==> src/rtl/pc_next_sel.sv <==
module pc_next_sel #(
  parameter int AW = 12,
  parameter int OW = 8
) (
  input  logic          clk,
  input  logic          rst_n,
  input  logic [AW-1:0] rst_vec,
  input  logic          irq_take,
  input  logic [AW-1:0] irq_vec,
  input  logic [2:0]    op,
  input  logic [AW-1:0] tgt,
  input  logic [OW-1:0] ofs,
  input  logic [AW-1:0] pop_addr,
  input  logic          stk_empty,
  output logic [AW-1:0] pc_nxt,
  output logic [AW-1:0] pc_q
);

  localparam logic [2:0] OP_SEQ  = 3'd0;
  localparam logic [2:0] OP_JMP  = 3'd1;
  localparam logic [2:0] OP_CALL = 3'd2;
  localparam logic [2:0] OP_BRA  = 3'd3;
  localparam logic [2:0] OP_RET  = 3'd4;
  localparam logic [2:0] OP_RETI = 3'd5;

  logic [AW-1:0] inc;
  logic [AW-1:0] ofs_x;
  logic [AW-1:0] sel;

  assign inc   = pc_q + AW'(1);
  assign ofs_x = {{(AW-OW){ofs[OW-1]}}, ofs};

  always_comb begin
    case (op)
      OP_JMP, OP_CALL: sel = tgt;
      OP_BRA:          sel = inc + ofs_x;
      OP_RET, OP_RETI: sel = stk_empty ? inc : pop_addr;
      default:         sel = inc;
    endcase
  end

  assign pc_nxt = !rst_n ? rst_vec : (irq_take ? irq_vec : sel);

  always_ff @(posedge clk) pc_q <= pc_nxt;

  a_r1_reset_load: assert property (@(posedge clk)
    !rst_n |=> pc_q == $past(rst_vec));

  a_r2_irq_wins: assert property (@(posedge clk) disable iff (!rst_n)
    irq_take |=> pc_q == $past(irq_vec));

  a_r3_seq_step: assert property (@(posedge clk) disable iff (!rst_n)
    (!irq_take && op == OP_SEQ) |=> pc_q == AW'($past(pc_q) + AW'(1)));

  a_r4_jump_call: assert property (@(posedge clk) disable iff (!rst_n)
    (!irq_take && (op == OP_JMP || op == OP_CALL)) |=> pc_q == $past(tgt));

  a_r6_pop: assert property (@(posedge clk) disable iff (!rst_n)
    (!irq_take && (op == OP_RET || op == OP_RETI) && !stk_empty)
      |=> pc_q == $past(pop_addr));

  a_r7_empty_pop: assert property (@(posedge clk) disable iff (!rst_n)
    (!irq_take && (op == OP_RET || op == OP_RETI) && stk_empty)
      |=> pc_q == AW'($past(pc_q) + AW'(1)));

endmodule

==> config.mk <==
export PLATFORM = sky130hd
export DESIGN_NAME = pc_next_sel
export DESIGN_NICKNAME = d
export VERILOG_FILES = /design/src/rtl/pc_next_sel.sv
export SDC_FILE = /design/constraint.sdc
export NUM_CORES = 1
export LEC_CHECK = 0
export BUFFER_PORTS_ARGS = -buffer_cell sky130_fd_sc_hd__buf_2
export CAP_MARGIN = 10
export CORE_ASPECT_RATIO = 2
export CORE_MARGIN = 5
export CORE_UTILIZATION = 42
export CTS_CLUSTER_SIZE = 16
export DETAILED_ROUTE_END_ITERATION = 6
export GPL_TIMING_DRIVEN = 0
export PLACE_DENSITY = 0.78
export SLEW_MARGIN = 20
export SYNTH_ARGS = -nofsm -noshare
export SYNTH_HDL_FRONTEND = slang
export SYNTH_SLANG_ARGS = --single-unit
==> constraint.sdc <==
create_clock -name clk -period 2.75 [get_ports clk]
set_input_delay 0.1375 -clock clk [delete_from_list [all_inputs] [get_ports clk]]
set_output_delay 0.1375 -clock clk [all_outputs]
set_load 0.03 [all_outputs]
==> impl_metrics.toml <==
[outcome]
status = "finished, violations left"
violations = "setup timing"

[sta]
rsz0062_at_grt = "true"
worstMarginPinSlew_ns = 0.6004
clock.fmax_ghz = 0.3173
fin_ws_ns = -0.4016
hold_viol_final = 0
clock_skew_ns = 0.0009190
fin_tns_setup_ns = -1.432
drv_slew = 0
fin_crit_sh_pct = 114.6
maxSlewHeadroom_pct = 58.94
min_period_ns = 3.152
finalSetupViolCount = 6

[power_and_ir_drop]
power.share.combinational_pct = 65.1
ir_worst_vdd_uv = 523.4
p_leak_nw = 1.201
p_clk_share_pct = 15.4
p_int_mw = 0.6892
seq_power_share_pct = 19.6
swShare_pct = 44.71
p_sw_mw = 0.5574
pwr_density_cell_nw_per_um2 = 450.0

[worst_setup_path]
cp.required_ns = 2.61
cp-start-kind = "register"
critPathKind = "reg -> out"
crit_fanout = 7
reg2reg_to = "pc_q[11]$_DFF_P_"
rrSetupSlack_ns = 0.05
reg2reg_from = "pc_q[4]$_DFF_P_"
ff2ff_path_depth = 12
cp.arrival_ns = 3.01
worst_setup_path_end_kind = "primary output"

[worst_hold_path]
min_from = "rst_vec[4]"
min_path_cells = 2
min_path_type = "in -> reg"
hold_end = "pc_q[4]$_DFF_P_"

[grt]
grt.overflow.total = 0
grt_pass1_wl_um = 10040
grt_max_degree = 11
grt_pass1_vias = 2318
antenna_found_initial = 0
grt_usage_pct = 24.65

[clocking]
numCtsBuffers = 3
cts_tree = "yes"
clk_latency_ns = 0.24
cts_root_buffer = "clkbuf_8"
clk_pin_slew_ns = 0.05
ctsHtreeMaxLevel = 1
cts_buffer_depth = 2
cts.sinks = 12
hold_buffers = 0

[yosys]
seq_area_frac_synth_pct = 14.41
ys_warn_count = 0
post_synth_num_cell_types = 53
avgSynthCellArea_um2 = 7.899
ys.flop_type = "dfxtp_1"
yosysMostFrequentCell = "nor2_1"
synth_xor_area_share_pct = 10.96
syn_nets = 289
yosys.area_share.simple_pct = 20.42
netlist.area_leader.share_pct = 14.41
netlist_area_um2 = 1667
synth_compound_area_share_pct = 31.91
yosys-top-cells-area = "dfxtp_1, ha_1, xor2_1, xnor2_1, a21oi_1"
async_flop_share_pct = 0
postSynthCellCount = 211
synth_edf_count = 0
yosysTopAreaCell = "dfxtp_1"
yosys-top-cells-count = "nor2_1, a21oi_1, nand3_1"
synth.area.mux_share_pct = 2.553
synth_top_family_by_area = "compound AO/OA/AOI/OAI gates"
synth_fa_ha_area_share_pct = 12.91
ys_ff_latch = 12

[layout]
drive_gt1_share_pct = 54.72
syn_to_final_growth_pct = 66.22
reg_top3 = "pc_q x12"
fin_area_um2 = 2770
layout.nets = 397
largest_reg_flops = 12
post-route-util_pct = 72.07
fin_cells = 369
regMostFlops = "pc_q"
antenna-diode-count = 0

[die]
rows = 32
dieArea_um2 = 5404
die_height_um = 99.09
die_x_um = 54.54
ios = 87
start_util_pct = 43.36
core_area_um2 = 3844

[drt]
via_count = 2315
vias_per_cell = 6.274
ant_nets = 0
drt_iter0_markers = 177
drc = 0
wl_per_cell_um = 19.95
drt_first_pass_iters = 5
drt-total-wl_um = 7362

[flow_run]
max_cap_violations = 0

[placement]
io_buffers = 86
placed_cells = 348
gp_congestion = 0.9106
dp_hpwl_um = 5007
dpl_cell_area_um2 = 2213
dp_slack_ns = -0.3181
cell usage in the layout (no fill, tap or decap), drive strengths merged, types with 2 or more instances in the layout:
master / n
xor2: 11
a221oi: 2
a21o: 4
a2111oi: 2
a31oi: 3
a221o: 6
a211oi: 3
a2bb2oi: 2
clkbuf: 8
o211ai: 4
mux2: 2
nor2: 17
nand2: 14
a32oi: 2
o22ai: 5
ha: 14
nor3: 4
a222oi: 3
xnor2: 9
o21ai: 9
o221ai: 4
nand3: 15
maj3: 2
a22oi: 3
buf: 106
nand3b: 4
a21oi: 15
inv: 14
nand4: 2
o21a: 2
dfxtp: 12
mux2i: 2
power by group through the flow:
stage	Combinational [mW]	Sequential, mW	Clock, mW
3_3_place_gp	0.591	0.234	0
4_1_cts	0.721	0.238	0.193
5_1_grt	0.858	0.246	0.202
2_1_floorplan	0.376	0.270	0
6_report	0.811	0.244	0.192
3_5_place_dp	0.598	0.235	0
through the flow:
step	total power, mW	hold slack [ns]
2_1_floorplan	0.6466	0.4335
3_3_place_gp	0.8242	0.3897
3_5_place_dp	0.8328	0.3841
4_1_cts	1.152	0.1414
5_1_grt	1.306	0.1533
6_report	1.247	0.1422
how the worst max path moves through the flow:
stage | start | end | slack (ns) | cells past startpoint
floorplan | pc_q[2]$_DFF_P_ | pc_nxt[11] | 0.001 | 13
global placement | pc_q[0]$_DFF_P_ | pc_nxt[11] | -0.30 | 13
detailed placement | pc_q[0]$_DFF_P_ | pc_nxt[11] | -0.32 | 13
CTS | pc_q[0]$_DFF_P_ | pc_nxt[11] | -0.21 | 13
global route | pc_q[0]$_DFF_P_ | pc_nxt[11] | -0.47 | 13
finish | pc_q[4]$_DFF_P_ | pc_nxt[11] | -0.40 | 13
critical path: stages, from the launching register on:
cell and delay, ns:
dfxtp_2 0.39, nand4_4 0.20, nor2_2 0.17, xnor2_1 0.16
inv_1 0.13, ha_4 0.26, a21o_1 0.18, a31o_1 0.22
a211oi_2 0.19, o31ai_2 0.11, xnor2_1 0.33, a21oi_2 0.12
a21oi_4 0.15, buf_6 0.15
layout make-up:
type | instances | area [µm²]
fill | 304 | 1074
clock buffer | 4 | 55.05
tap | 51 | 63.81
inverter | 15 | 56.30
buffer | 6 | 53.80
multi-input combinational | 177 | 1677
sequential | 12 | 264.0
timing repair buffer | 104 | 600.6
routing by layer:
layer	global-route usage (%)	wire, µm	vias up
met5	0	0	-
met4	13.82	436	0
met3	2.421	624	46
met2	44.78	4020	199
met1	25.35	2280	1052
li1	-	-	1018
timing repair:
item,in CTS,in global routing
pin swaps,24,14
buffers inserted,14,4
setup endpoints to repair,8,9
resized for setup,49,21
cells by family (layout without fill, tap and decap cells):
family	after synthesis	count (layout)
flops	12	12
buf+inv	22	129
fa+ha+maj	17	17
mux	4	4
xor+xnor	20	20
compound gates	74	74
simple gates	62	62
Power figures use the tool's default switching activity.
